## config.mk

```make
export PLATFORM = sky130hd
export DESIGN_NAME = spi_cmd_engine
export DESIGN_NICKNAME = d
export VERILOG_FILES = /design/src/rtl/spi_eng_pkg.sv /design/src/rtl/spi_eng_cmd.sv /design/src/rtl/spi_eng_shift.sv /design/src/rtl/spi_eng_cs.sv /design/src/rtl/spi_cmd_engine.sv
export SDC_FILE = /design/constraint.sdc
export NUM_CORES = 1
export LEC_CHECK = 0
export ABC_CLOCK_PERIOD_IN_PS = 2800
export BUFFER_PORTS_ARGS = -buffer_cell sky130_fd_sc_hd__buf_2
export CORE_UTILIZATION = 56
export DETAILED_ROUTE_END_ITERATION = 10
export GPL_TIMING_DRIVEN = 0
export PLACE_DENSITY = 0.9
export SYNTH_ARGS = -nofsm -noshare
export SYNTH_HDL_FRONTEND = slang
export SYNTH_SLANG_ARGS = --single-unit
```

## constraint.sdc

```tcl
create_clock -name clk_i -period 2.8 [get_ports clk_i]
set_input_delay 0.42 -clock clk_i [delete_from_list [all_inputs] [get_ports clk_i]]
set_output_delay 0.42 -clock clk_i [all_outputs]
set_load 0.05 [all_outputs]
```

## src/rtl/spi_eng_pkg.sv

```systemverilog
package spi_eng_pkg;
  typedef enum logic [2:0] {
    OP_SLEEP = 3'd0, OP_XCHG = 3'd1, OP_SEND = 3'd2, OP_RECV = 3'd3, OP_MARK = 3'd4
  } op_e;

  localparam logic [3:0] CMD_NOP   = 4'd0;
  localparam logic [3:0] CMD_GO    = 4'd1;
  localparam logic [3:0] CMD_ARM   = 4'd2;
  localparam logic [3:0] CMD_HALT  = 4'd3;
  localparam logic [3:0] CMD_FLUSH = 4'd4;

  typedef enum logic [3:0] {
    S_IDLE, S_HDR0, S_HDR1, S_DEC, S_FETCH, S_FETCHW, S_SHIFT, S_STORE, S_DONE
  } state_e;
endpackage

```

## src/rtl/spi_eng_cmd.sv

```systemverilog
module spi_eng_cmd import spi_eng_pkg::*; #(
  parameter int PROF_W = 4,
  parameter int SS_W   = 3
) (
  input  logic              clk_i,
  input  logic              rst_ni,
  input  logic              cmd_we_i,
  input  logic [15:0]       cmd_i,
  input  logic              trig_i,
  input  logic              busy_i,
  output logic              start_o,
  output logic              halt_o,
  output logic [PROF_W-1:0] prof_o,
  output logic [SS_W-1:0]   ss_o
);
  logic armed_q, go_now, arm_now, trig_go;
  logic [3:0] code;

  assign code    = cmd_i[3:0];
  assign go_now  = cmd_we_i && code == CMD_GO && !busy_i;
  assign arm_now = cmd_we_i && code == CMD_ARM && !busy_i;
  assign trig_go = armed_q && trig_i && !busy_i && !go_now;
  assign start_o = go_now || trig_go;
  assign halt_o  = cmd_we_i && code == CMD_HALT;

  always_ff @(posedge clk_i or negedge rst_ni) begin
    if (!rst_ni) begin
      armed_q <= 1'b0;
      prof_o  <= '0;
      ss_o    <= '0;
    end else begin
      if (go_now || arm_now) begin
        prof_o <= cmd_i[8 +: PROF_W];
        ss_o   <= cmd_i[12 +: SS_W];
      end
      if (arm_now) armed_q <= 1'b1;
      else if (trig_go || go_now || halt_o || (cmd_we_i && code == CMD_FLUSH)) armed_q <= 1'b0;
    end
  end
endmodule

```

## src/rtl/spi_eng_shift.sv

```systemverilog
module spi_eng_shift (
  input  logic       clk_i,
  input  logic       rst_ni,
  input  logic       load_i,
  input  logic       abort_i,
  input  logic [7:0] tx_i,
  input  logic       dual_i,
  input  logic       cpha_i,
  input  logic       tick_i,
  input  logic [1:0] dat_i,
  output logic [1:0] dat_o,
  output logic       ph_o,
  output logic [7:0] rx_o,
  output logic       end_o
);
  logic       act_q, ph_q;
  logic [2:0] slot_q, last_slot;
  logic [7:0] sh_q;
  logic [1:0] out_q;

  function automatic logic [1:0] lead(input logic [7:0] v, input logic d);
    return d ? v[7:6] : {1'b0, v[7]};
  endfunction
  function automatic logic [7:0] adv(input logic [7:0] v, input logic d);
    return d ? {v[5:0], 2'b00} : {v[6:0], 1'b0};
  endfunction
  function automatic logic [7:0] cap(input logic [7:0] v, input logic [1:0] s, input logic d);
    return d ? {v[5:0], s} : {v[6:0], s[1]};
  endfunction

  assign last_slot = dual_i ? 3'd3 : 3'd7;
  assign dat_o     = out_q;
  assign ph_o      = ph_q;

  always_ff @(posedge clk_i or negedge rst_ni) begin
    if (!rst_ni) begin
      act_q <= 1'b0; ph_q <= 1'b0; slot_q <= '0; sh_q <= '0;
      out_q <= '0; rx_o <= '0; end_o <= 1'b0;
    end else if (abort_i) begin
      act_q <= 1'b0; ph_q <= 1'b0; end_o <= 1'b0; out_q <= '0;
    end else begin
      end_o <= 1'b0;
      if (load_i) begin
        act_q <= 1'b1; ph_q <= 1'b0; slot_q <= '0; rx_o <= '0;
        if (!cpha_i) begin
          out_q <= lead(tx_i, dual_i);
          sh_q  <= adv(tx_i, dual_i);
        end else begin
          sh_q  <= tx_i;
        end
      end else if (act_q && tick_i) begin
        if (!ph_q) begin
          ph_q <= 1'b1;
          if (cpha_i) begin
            out_q <= lead(sh_q, dual_i);
            sh_q  <= adv(sh_q, dual_i);
          end else begin
            rx_o <= cap(rx_o, dat_i, dual_i);
          end
        end else begin
          ph_q <= 1'b0;
          if (cpha_i) rx_o <= cap(rx_o, dat_i, dual_i);
          if (slot_q == last_slot) begin
            act_q <= 1'b0;
            end_o <= 1'b1;
          end else begin
            slot_q <= slot_q + 3'd1;
            if (!cpha_i) begin
              out_q <= lead(sh_q, dual_i);
              sh_q  <= adv(sh_q, dual_i);
            end
          end
        end
      end
    end
  end

  AST_CLK_PARKED: assert property (@(posedge clk_i) disable iff (!rst_ni)
    !act_q |-> !ph_q);
endmodule

```

## src/rtl/spi_eng_cs.sv

```systemverilog
module spi_eng_cs #(
  parameter int NUM_CS = 8,
  parameter int SS_W   = 3
) (
  input  logic              act_i,
  input  logic [SS_W-1:0]   ss_i,
  input  logic [NUM_CS-1:0] pol_i,
  output logic [NUM_CS-1:0] cs_o
);
  for (genvar k = 0; k < NUM_CS; k++) begin : g_line
    assign cs_o[k] = (act_i && ss_i == SS_W'(k)) ? pol_i[k] : ~pol_i[k];
  end
endmodule

```

## src/rtl/spi_cmd_engine.sv

```systemverilog
module spi_cmd_engine import spi_eng_pkg::*; #(
  parameter int BUF_BYTES = 512,
  parameter int HDR_BYTES = 2,
  parameter int NUM_CS    = 8,
  parameter int NUM_PROF  = 16,
  localparam int AW       = $clog2(BUF_BYTES),
  localparam int PROF_W   = $clog2(NUM_PROF),
  localparam int SS_W     = $clog2(NUM_CS)
) (
  input  logic                clk_i,
  input  logic                rst_ni,
  input  logic                cmd_we_i,
  input  logic [15:0]         cmd_i,
  input  logic                trig_i,
  input  logic [NUM_CS-1:0]   cs_pol_i,
  input  logic                clk_idle_i,
  input  logic [NUM_PROF-1:0] launch_rise_i,
  input  logic                bit_en_i,
  output logic                buf_re_o,
  output logic                buf_we_o,
  output logic [AW-1:0]       buf_addr_o,
  output logic [7:0]          buf_wdata_o,
  input  logic [7:0]          buf_rdata_i,
  output logic                sclk_o,
  output logic [1:0]          dat_o,
  output logic [1:0]          dat_oe_o,
  input  logic [1:0]          dat_i,
  output logic [NUM_CS-1:0]   cs_o,
  output logic                busy_o,
  output logic                done_o
);
  localparam int LEN_W  = 11;
  localparam int TX_MAX = BUF_BYTES - HDR_BYTES;

  state_e            st_q;
  logic [7:0]        hdr_hi_q;
  logic              tx_q, rx_q, dual_q, cpha_q, cs_act_q;
  logic [AW:0]       len_q, cnt_q;
  logic [SS_W-1:0]   ss_q;
  logic              start, halt, byte_end, ph;
  logic [PROF_W-1:0] prof;
  logic [SS_W-1:0]   ss_cmd;
  logic [1:0]        sh_dat;
  logic [7:0]        rx_byte;
  op_e               hop;
  logic [LEN_W-1:0]  hlen, lim;
  logic              h_tx, h_rx;

  spi_eng_cmd #(.PROF_W(PROF_W), .SS_W(SS_W)) u_cmd (
    .clk_i, .rst_ni, .cmd_we_i, .cmd_i, .trig_i, .busy_i(busy_o),
    .start_o(start), .halt_o(halt), .prof_o(prof), .ss_o(ss_cmd)
  );

  spi_eng_shift u_shift (
    .clk_i, .rst_ni,
    .load_i(st_q == S_FETCHW), .abort_i(halt && busy_o),
    .tx_i(tx_q ? buf_rdata_i : 8'h00),
    .dual_i(dual_q), .cpha_i(cpha_q), .tick_i(bit_en_i), .dat_i,
    .dat_o(sh_dat), .ph_o(ph), .rx_o(rx_byte), .end_o(byte_end)
  );

  spi_eng_cs #(.NUM_CS(NUM_CS), .SS_W(SS_W)) u_cs (
    .act_i(cs_act_q), .ss_i(ss_q), .pol_i(cs_pol_i), .cs_o
  );

  assign hop  = op_e'(hdr_hi_q[7:5]);
  assign hlen = {hdr_hi_q[2:0], buf_rdata_i};
  assign h_tx = hop == OP_XCHG || hop == OP_SEND;
  assign h_rx = hop == OP_XCHG || hop == OP_RECV;
  assign lim  = h_tx ? LEN_W'(TX_MAX) : LEN_W'(BUF_BYTES);

  assign busy_o      = st_q != S_IDLE;
  assign done_o      = st_q == S_DONE;
  assign buf_re_o    = st_q == S_HDR0 || st_q == S_HDR1 || (st_q == S_FETCH && tx_q);
  assign buf_we_o    = st_q == S_STORE && rx_q;
  assign buf_wdata_o = rx_byte;
  assign sclk_o      = clk_idle_i ^ ph;
  assign dat_o       = cs_act_q ? sh_dat : 2'b00;

  always_comb begin
    unique case (st_q)
      S_HDR1:  buf_addr_o = AW'(1);
      S_FETCH: buf_addr_o = AW'(HDR_BYTES) + cnt_q[AW-1:0];
      S_STORE: buf_addr_o = cnt_q[AW-1:0];
      default: buf_addr_o = '0;
    endcase
    if (!cs_act_q)   dat_oe_o = 2'b00;
    else if (!dual_q) dat_oe_o = 2'b01;
    else             dat_oe_o = tx_q ? 2'b11 : 2'b00;
  end

  always_ff @(posedge clk_i or negedge rst_ni) begin
    if (!rst_ni) begin
      st_q <= S_IDLE; hdr_hi_q <= '0; tx_q <= 1'b0; rx_q <= 1'b0; dual_q <= 1'b0;
      cpha_q <= 1'b0; cs_act_q <= 1'b0; len_q <= '0; cnt_q <= '0; ss_q <= '0;
    end else if (halt && busy_o && st_q != S_DONE) begin
      st_q     <= S_DONE;
      cs_act_q <= 1'b0;
    end else begin
      unique case (st_q)
        S_IDLE:   if (start) st_q <= S_HDR0;
        S_HDR0:   st_q <= S_HDR1;
        S_HDR1: begin
          hdr_hi_q <= buf_rdata_i;
          st_q     <= S_DEC;
        end
        S_DEC: begin
          tx_q   <= h_tx;
          rx_q   <= h_rx;
          dual_q <= hdr_hi_q[3] && (h_tx ^ h_rx);
          len_q  <= (AW+1)'(hlen > lim ? lim : hlen);
          cpha_q <= launch_rise_i[prof] ^ clk_idle_i;
          ss_q   <= ss_cmd;
          cnt_q  <= '0;
          if ((h_tx || h_rx) && hlen != '0) begin
            cs_act_q <= 1'b1;
            st_q     <= S_FETCH;
          end else begin
            st_q <= S_DONE;
          end
        end
        S_FETCH:  st_q <= S_FETCHW;
        S_FETCHW: st_q <= S_SHIFT;
        S_SHIFT:  if (byte_end) st_q <= S_STORE;
        S_STORE: begin
          cnt_q <= cnt_q + 1'b1;
          if (cnt_q + 1'b1 == len_q) begin
            cs_act_q <= 1'b0;
            st_q     <= S_DONE;
          end else begin
            st_q <= S_FETCH;
          end
        end
        S_DONE:   st_q <= S_IDLE;
        default:  st_q <= S_IDLE;
      endcase
    end
  end

  AST_DONE_CS_IDLE: assert property (@(posedge clk_i) disable iff (!rst_ni)
    done_o |-> cs_o == ~cs_pol_i);
  AST_DONE_ONE_CYCLE: assert property (@(posedge clk_i) disable iff (!rst_ni)
    done_o |=> !done_o);
  AST_CLK_REST: assert property (@(posedge clk_i) disable iff (!rst_ni)
    cs_o == ~cs_pol_i |-> sclk_o == clk_idle_i);
  AST_START_CAUSE: assert property (@(posedge clk_i) disable iff (!rst_ni)
    $rose(busy_o) |-> $past(cmd_we_i || trig_i));
  AST_HALT_DONE: assert property (@(posedge clk_i) disable iff (!rst_ni)
    busy_o && !done_o && cmd_we_i && cmd_i[3:0] == CMD_HALT |=> done_o);
endmodule

```

; Word-level counts from Yosys, hierarchy flattened
; Cells that the tools add are included.
[op_classes]
n_addsub = 3
multipliers = 0
div = 0
order_cmp = 2
n_eq_ne = 37
shift = 0
mux = 75
bitwise_logic = 13
n_reduce_logical = 59
[op_table]
columns = op, count
row1 = 2-to-1 mux 8 bit, 16
row2 = one-hot mux 4 bit (8 select lines), 1
row3 = 2-to-1 mux 1 bit, 28
row4 = 2-to-1 mux 2 bit, 14
row5 = one-hot mux 9 bit (3 select lines), 1
row6 = logical AND 1 bit, 24
row7 = "equality test 4 x 3 -> 1 bit, second input constant", 5
row8 = 2-to-1 mux 10 bit, 2
row9 = 2-to-1 mux 4 bit, 5
row10 = one-hot mux 10 bit (2 select lines), 1
row11 = "equality test 4 x 2 -> 1 bit, second input constant", 4
row12 = 2-to-1 mux 3 bit, 5
row13 = nonzero test 3 bit, 5
row14 = "equality test 3 x 2 -> 1 bit, second input constant", 4
row15 = "equality test 3 bit, second input constant", 4
row16 = "!= test 3 x 2 -> 1 bit, second input constant", 4
row17 = greater-than comparator 11 x 10 -> 1 bit, 1
row18 = nonzero test 11 bit, 1
row19 = "adder 10 x 1 -> 10 bit, second input constant", 1
row20 = equality test 10 bit, 1
row21 = inverter 1 bit, 10
row22 = AND reduction 5 bit, 2
row23 = "adder 2 x 9 -> 9 bit, first input constant", 1
row24 = logical OR 1 bit, 9
row25 = other kinds (23), 40
[totals]
regBits = 72
latch_bits = 0
ramBits = 0
mem_bits_ro = 0
input_bits = 56
out_inout_bits = 34
elab_cells = 209
n_memories = 0

; Longest topological paths before layout
[logic_depth]
depth_word = 10
mapped_depth = 11
ltp_nobuf = 10

; Modules after synthesis
; From an unflattened synthesis, not the netlist that was laid out.
[hier_totals]
hier_cells = 499
area_unflattened_um2 = 4897.2
[by_module_without_submodules]
columns = module, instances, cells_each, area_per_inst_um2
row1 = spi_cmd_engine, 1, 304, 2819.0
row2 = spi_eng_shift, 1, 147, 1495.2
row3 = spi_eng_cmd, 1, 32, 427.9
row4 = spi_eng_cs, 1, 16, 155.1

; Worst setup path after synthesis
; OpenSTA, ideal clock, no wires.
[synth_timing]
kind = register -> register
startpoint = reg st_q[0]
endpoint = reg cnt_q[5]
setup_ps = 96
arrival_ps = 3278
required_ps = 2704
slack_ps = -574
stages_incl_launch_ff = 7
n_path_buf = 3
period_less_slack_ps = 3374
path_cell_list = dfrtp_1 buf_1 nor4b_1 o21ai_1 clkbuf_1 clkbuf_1 o31ai_1
[synth_between]
elab_chain_len = 5
elab_cells_between_ends = 10
cone_classes = eq/ne: 3 / mux: 1 / bitwise: 1 / reduce/logical: 5
[synth_lines]
columns = element, line_no
row1 = from (decl), spi_cmd_engine.sv:35  ; state_e st_q;
row2 = from (signal assigned), spi_cmd_engine.sv:94  ; st_q <= S_IDLE; hdr_hi_q <= '0; tx_q <= 1'b0; rx_q <= 1'b0; dual_q <= 1'b0;
row3 = from (signal assigned), spi_cmd_engine.sv:97  ; st_q <= S_DONE;
row4 = from (signal assigned), spi_cmd_engine.sv:101  ; S_IDLE: if (start) st_q <= S_HDR0;
row5 = nonzero test 4 bit, spi_cmd_engine.sv:72  ; assign busy_o = st_q != S_IDLE;
row6 = logical AND 1 bit (2 in a row), spi_cmd_engine.sv:96  ; end else if (halt && busy_o && st_q != S_DONE) begin
row7 = inverter 1 bit (no line), n/a
row8 = AND reduction 2 bit (no line), n/a
row9 = to (signal assigned), spi_cmd_engine.sv:126  ; cnt_q <= cnt_q + 1'b1;
row10 = to (decl), spi_cmd_engine.sv:38  ; logic [AW:0] len_q, cnt_q;
; Parallel ways exist; a longest one is shown, timed or not.
; A chain may end at the register's enable or synchronous reset.

; Worst setup path after layout
[layout_timing]
startpoint = reg hdr_hi_q[6]
endpoint = reg len_q[9]
[layout_between]
elab_chain_len = 5
elab_cells_between_ends = 6
cone_classes = order compare: 1 / eq/ne: 2 / mux: 2 / reduce/logical: 1
[layout_lines]
columns = element, line_no
row1 = from (decl), spi_cmd_engine.sv:36  ; logic [7:0] hdr_hi_q;
row2 = from (signal assigned), spi_cmd_engine.sv:104  ; hdr_hi_q <= buf_rdata_i;
row3 = equality test 3 x 1 -> 1 bit / equality test 3 x 2 -> 1 bit (equally long branches), spi_cmd_engine.sv:68  ; assign h_tx = hop == OP_XCHG || hop == OP_SEND;
row4 = logical OR 1 bit *, spi_cmd_engine.sv:68
row5 = 2-to-1 mux 10 bit *, spi_cmd_engine.sv:70  ; assign lim = h_tx ? LEN_W'(TX_MAX) : LEN_W'(BUF_BYTES);
row6 = greater-than comparator 11 x 10 -> 1 bit, spi_cmd_engine.sv:111  ; len_q <= (AW+1)'(hlen > lim ? lim : hlen);
row7 = 2-to-1 mux 10 bit *, spi_cmd_engine.sv:111
row8 = to (signal assigned), spi_cmd_engine.sv:111
row9 = to (decl), spi_cmd_engine.sv:38
; Every way passes the cells marked *; elsewhere a longest branch is shown, timed or not.

==> results by stage <==
STA:
- The total of endpoints with negative setup slack in the final report is 0.
- The worst pin sits at a relative slew slack of 41.32%.
- For the pin with the worst max-slew slack, the measured transition is 880.2 ps.
- The shortest period the worst path allows is 2674 ps.
- The peak clock frequency supported by timing is 373.9 MHz.
- The final-report max-slew violation count came to 0.
- In the finished design, the share of the clock period the worst path needs comes to 95.52%.
- The tightest hold path in the finished design has a slack of 171.7 ps.
- The final clock skew is 11.39 ps.
- The number of hold-slack violations in the final timing report is 0.

Floorplan:
- The die extent in y is 92.64 µm.
- The core region is 7848 µm².
- The number of standard-cell rows in the floorplan is 32.
- The floorplan step defined a die boundary enclosing 8582 µm².
- In this run the horizontal extent of the chip is 92.64 µm.
- For this configuration, the core starts out at a cell density of 58.63%.
- The count of pins on the block boundary is 90.

Final layout:
- The total area of multi-input combinational cells is 2690 µm².
- From synthesis to final layout, the design area changed by 16.67%.
- After the last flow step, the layout net total stands at 645.
- The ratio of cells with drive above 1 in the final layout is 26.12%.
- The number of antenna diodes is 0.
- The number of fill cells is 602.
- Summing all flip-flop and latch instances after layout gives 1777 µm².

Synthesis:
- The mean instance size in the synthesized netlist is 9.486 µm².
- In the post-synthesis netlist, the biggest area contributors are sky130_fd_sc_hd__dfrtp_1 (39%), sky130_fd_sc_hd__mux2_2 (6.9%), sky130_fd_sc_hd__mux2i_1 (4.8%).
- The synthesized design devotes to its leading area cell type 38.62% of total area.
- When the netlist entered floorplanning its net count stood at 553.
- The total standard cell area after synthesis is 4601 µm².
- For this run, asynchronously set or reset flops after synthesis account for 100.0%.
- The synthesized instance count is 485.
- For this run, the number of Yosys warnings is 0.
- The post-synthesis register bit count is 71.
- Yosys mapped the design onto 59 distinct sky130hd cell types.
- The number of enable flip-flop cells after synthesis is 0.
- After synthesis, flip-flops and latches occupy 38.62% of the total area.
- The dominant cell type by area after synthesis is sky130_fd_sc_hd__dfrtp_1.
- The prevailing post-synth register cell is sky130_fd_sc_hd__dfrtp_1.

Place:
- The HPWL reported at the end of detailed placement is 8332 µm.
- The count of input and output buffers is 82.
- Routability-driven placement finished with a final weighted congestion of 0.8705.

CTS:
- Clock-pin slew was measured on the worst setup and hold paths at 80 ps.
- The number of buffers added by the clock tree synthesis step is 9.
- The H-tree was split into 3 levels.
- The tree built by TritonCTS fans out to 71 sinks.
- TritonCTS built the clock tree.
- CTS placed an instance of sky130_fd_sc_hd__clkbuf_8 at the clock tree root.
- Hold repair after CTS inserted 0 buffers.
- Gates resized during post-CTS repair numbered 1.
- After clock tree synthesis, the setup repair step added 0 buffers.
- The worst-case clock buffer depth is 2.
- At the later pin of the worst-skew pair, clock insertion delay measures 360 ps.

Setup path:
- The slowest cell on the critical path is sky130_fd_sc_hd__dfrtp_1.
- In this run the register-to-register setup slack is 130 ps.
- Together, buffers and inverters on the worst path number 1.
- The gate family responsible for the most delay along the worst path is compound AO/OA/AOI/OAI gates.
- For the worst setup path, the data arrival time is 2870 ps.
- The required time of the worst setup path is 3000 ps.
- The critical path capture point type is a register.
- The reg-to-reg critical path startpoint is hdr_hi_q[6].
- The critical path is of the register to register type.
- The category of the worst setup path launch point is a register.
- The highest fanout seen on the critical path is 10.
- In this run the critical register-to-register path is captured at len_q[9].
- The number of cells on the worst reg-to-reg path is 9.
- The maximum single-stage delay on the critical path is 420 ps.
- The critical path goes through xor2_1 -> nand2b_2 -> ha_1 -> a2111oi_1 -> o21ai_0 -> o32ai_2 -> nor2b_1 -> clkbuf_4 -> a221oi_1.

Route:
- After detailed routing, the number of remaining DRC violations is 0.
- Dividing the detail-routed via count by the number of cells gives 6.243.
- In the final routed layout, each cell accounts on average for 16.96 µm.
- The detail route stage leaves a number of antenna-violating nets equal to 0.
- The overall via count from detail_route is 4270.
- The total routed wirelength is 11600 µm.
- The pre-antenna-repair detailed-routing pass consisted of 5 iterations.
- In this run, the number of DRC markers left after iteration 0 of detailed routing was 289.

GRT:
- Across every metal layer, demand over resource in global routing totals 28.17%.
- Global routing finished with a remaining overflow of 0.
- The number of global-route vias before repair is 4148.
- The number of antenna violations at the first check in global routing came to 0.
- The pin count of the biggest net entering global routing is 72.
- The global-route wire length before repair is 19270 µm.

Power and ir drop:
- The power per cell area is 1060 nW/µm².
- The switching share of power is 47.21%.
- The share of total power dissipated in sequential elements is 31.0%.
- The cell-internal power is 3.002 mW.
- The reported leakage power is 2.356 nW.
- The combinational group share of total power is 55.4%.
- Per report_power, the clock group accounts for 13.6% of the total.
- The power dissipated by switching net loads is 2.686 mW.
- The completed layout was analyzed and its total power is 5.688 mW.
- The worst supply voltage drop on vdd is 0.0004667 V.

Run status:
- The flow ran to the end, and the final reports show no timing, DRC or antenna violations.

Flow run:
- Across the run, the number of max-cap violations was 0.

Worst hold path:
- In this run the worst hold path is classified as input port to async pin.
## final cells by class
type	count	area share [%]
well taps	102	2.378
repair buffers	82	7.739
flip-flops and latches	71	33.10
clock inverters	6	0.8392
multi-input cells	371	50.12
plain buffers	31	2.494
clock buffers	10	2.564
inverters	11	0.7692
## registers in the layout, summed over array words and instances, names as in the netlist, 2 cells and up
| signal | count |
|---|---|
| u_cmd.ss_o | 3 |
| len_q | 10 |
| u_shift.dat_o | 2 |
| u_cmd.prof_o | 4 |
| u_shift.slot_q | 3 |
| ss_q | 3 |
| st_q | 4 |
| u_shift.rx_o | 8 |
| u_shift.sh_q | 8 |
| cnt_q | 10 |
| hdr_hi_q | 7 |
## layer usage
| metal | global-route usage, % | vias up | share of wire (%) |
|---|---|---|---|
| li1 | - | 1976 | - |
| met1 | 35.43 | 2066 | 40 |
| met2 | 48.21 | 201 | 51 |
| met3 | 4.023 | 27 | 6.4 |
| met4 | 12.56 | 0 | 1.9 |
| met5 | 0 | - | 0 |
## kinds of logic (layout without fill, tap and decap cells)
logic type | after synthesis | count (layout) | share of synthesized area [%]
XOR/XNOR | 30 | 30 | 5.711
flip-flops | 71 | 71 | 38.62
multiplexers | 55 | 55 | 14.09
AND/OR/NAND/NOR | 158 | 158 | 17.73
AO/OA/AOI/OAI | 116 | 116 | 16.81
buffers and inverters | 43 | 140 | 3.780
adder cells (fa/ha/maj) | 12 | 12 | 3.263
## stage by stage
step	cells	worst slack, ps	util, %	cell area [µm²]	TNS (ps)
2_1_floorplan	485	-34.70	-	4622	-34.70
3_3_place_gp	669	29.04	65.75	5160	0
3_5_place_dp	669	-108.4	65.78	5162	-732.9
4_1_cts	684	3.116	68.08	5343	0
5_1_grt	684	-54.06	68.40	5368	-342.8
6_report	684	125.5	68.40	5368	0
## worst max path at each step
stage,startpoint,end,slack (ps),cells after the start
after global routing,hdr_hi_q[6],len_q[9],-50,9
after CTS,hdr_hi_q[6],len_q[9],3,9
after global placement,hdr_hi_q[6],len_q[9],30,9
final,hdr_hi_q[6],len_q[9],130,9
after detailed placement,hdr_hi_q[6],len_q[9],-110,9
after floorplan,st_q[1],buf_addr_o[7],-30,5
## synth_stat cells (5+ instances only)
master	count
sky130_fd_sc_hd__nand4_1	6
sky130_fd_sc_hd__nor2b_1	8
sky130_fd_sc_hd__nand2_1	40
sky130_fd_sc_hd__a221o_1	8
sky130_fd_sc_hd__o31ai_1	15
sky130_fd_sc_hd__and2_1	5
sky130_fd_sc_hd__nor2_1	34
sky130_fd_sc_hd__mux2_2	28
sky130_fd_sc_hd__xor2_1	12
sky130_fd_sc_hd__xnor2_1	18
sky130_fd_sc_hd__inv_1	11
sky130_fd_sc_hd__dfrtp_1	71
sky130_fd_sc_hd__a21oi_1	25
sky130_fd_sc_hd__nor3b_1	6
sky130_fd_sc_hd__nor4_1	5
sky130_fd_sc_hd__ha_1	12
sky130_fd_sc_hd__and3_1	5
sky130_fd_sc_hd__clkbuf_1	24
sky130_fd_sc_hd__mux4_2	5
sky130_fd_sc_hd__nand3_1	12
sky130_fd_sc_hd__o22ai_1	9
sky130_fd_sc_hd__nand2b_1	7
sky130_fd_sc_hd__nor3_1	13
sky130_fd_sc_hd__mux2i_1	22
sky130_fd_sc_hd__o21ai_0	26
## placed cells by master, fill, tap and decap left out, drive strengths merged, types with 6 or more instances in the layout
cell type | netlist | final
inv | 11 | 12
and2 | 6 | 6
o31ai | 15 | 15
mux2 | 28 | 28
o21ai | 29 | 29
a21oi | 26 | 26
xnor2 | 18 | 18
o22ai | 9 | 9
nand2 | 40 | 40
clkbuf | 24 | 36
mux2i | 22 | 22
dfrtp | 71 | 71
nor3b | 6 | 6
buf | 8 | 87
nor2 | 35 | 35
nor3 | 13 | 13
a221o | 8 | 8
nand2b | 7 | 7
nand4 | 6 | 6
nand3 | 12 | 12
ha | 12 | 12
xor2 | 12 | 12
nor2b | 9 | 9
## power by group through the flow
| stage | clock network (mW) | logic, mW | registers, mW |
|---|---|---|---|
| 3_5_place_dp | 0 | 3.07 | 1.77 |
| 4_1_cts | 0.770 | 3.09 | 1.75 |
| 3_3_place_gp | 0 | 2.91 | 1.74 |
| 5_1_grt | 0.822 | 3.41 | 1.81 |
| 6_report | 0.773 | 3.15 | 1.76 |
| 2_1_floorplan | 0 | 2.28 | 1.83 |
Note: power is estimated with default switching activity, not from simulation.
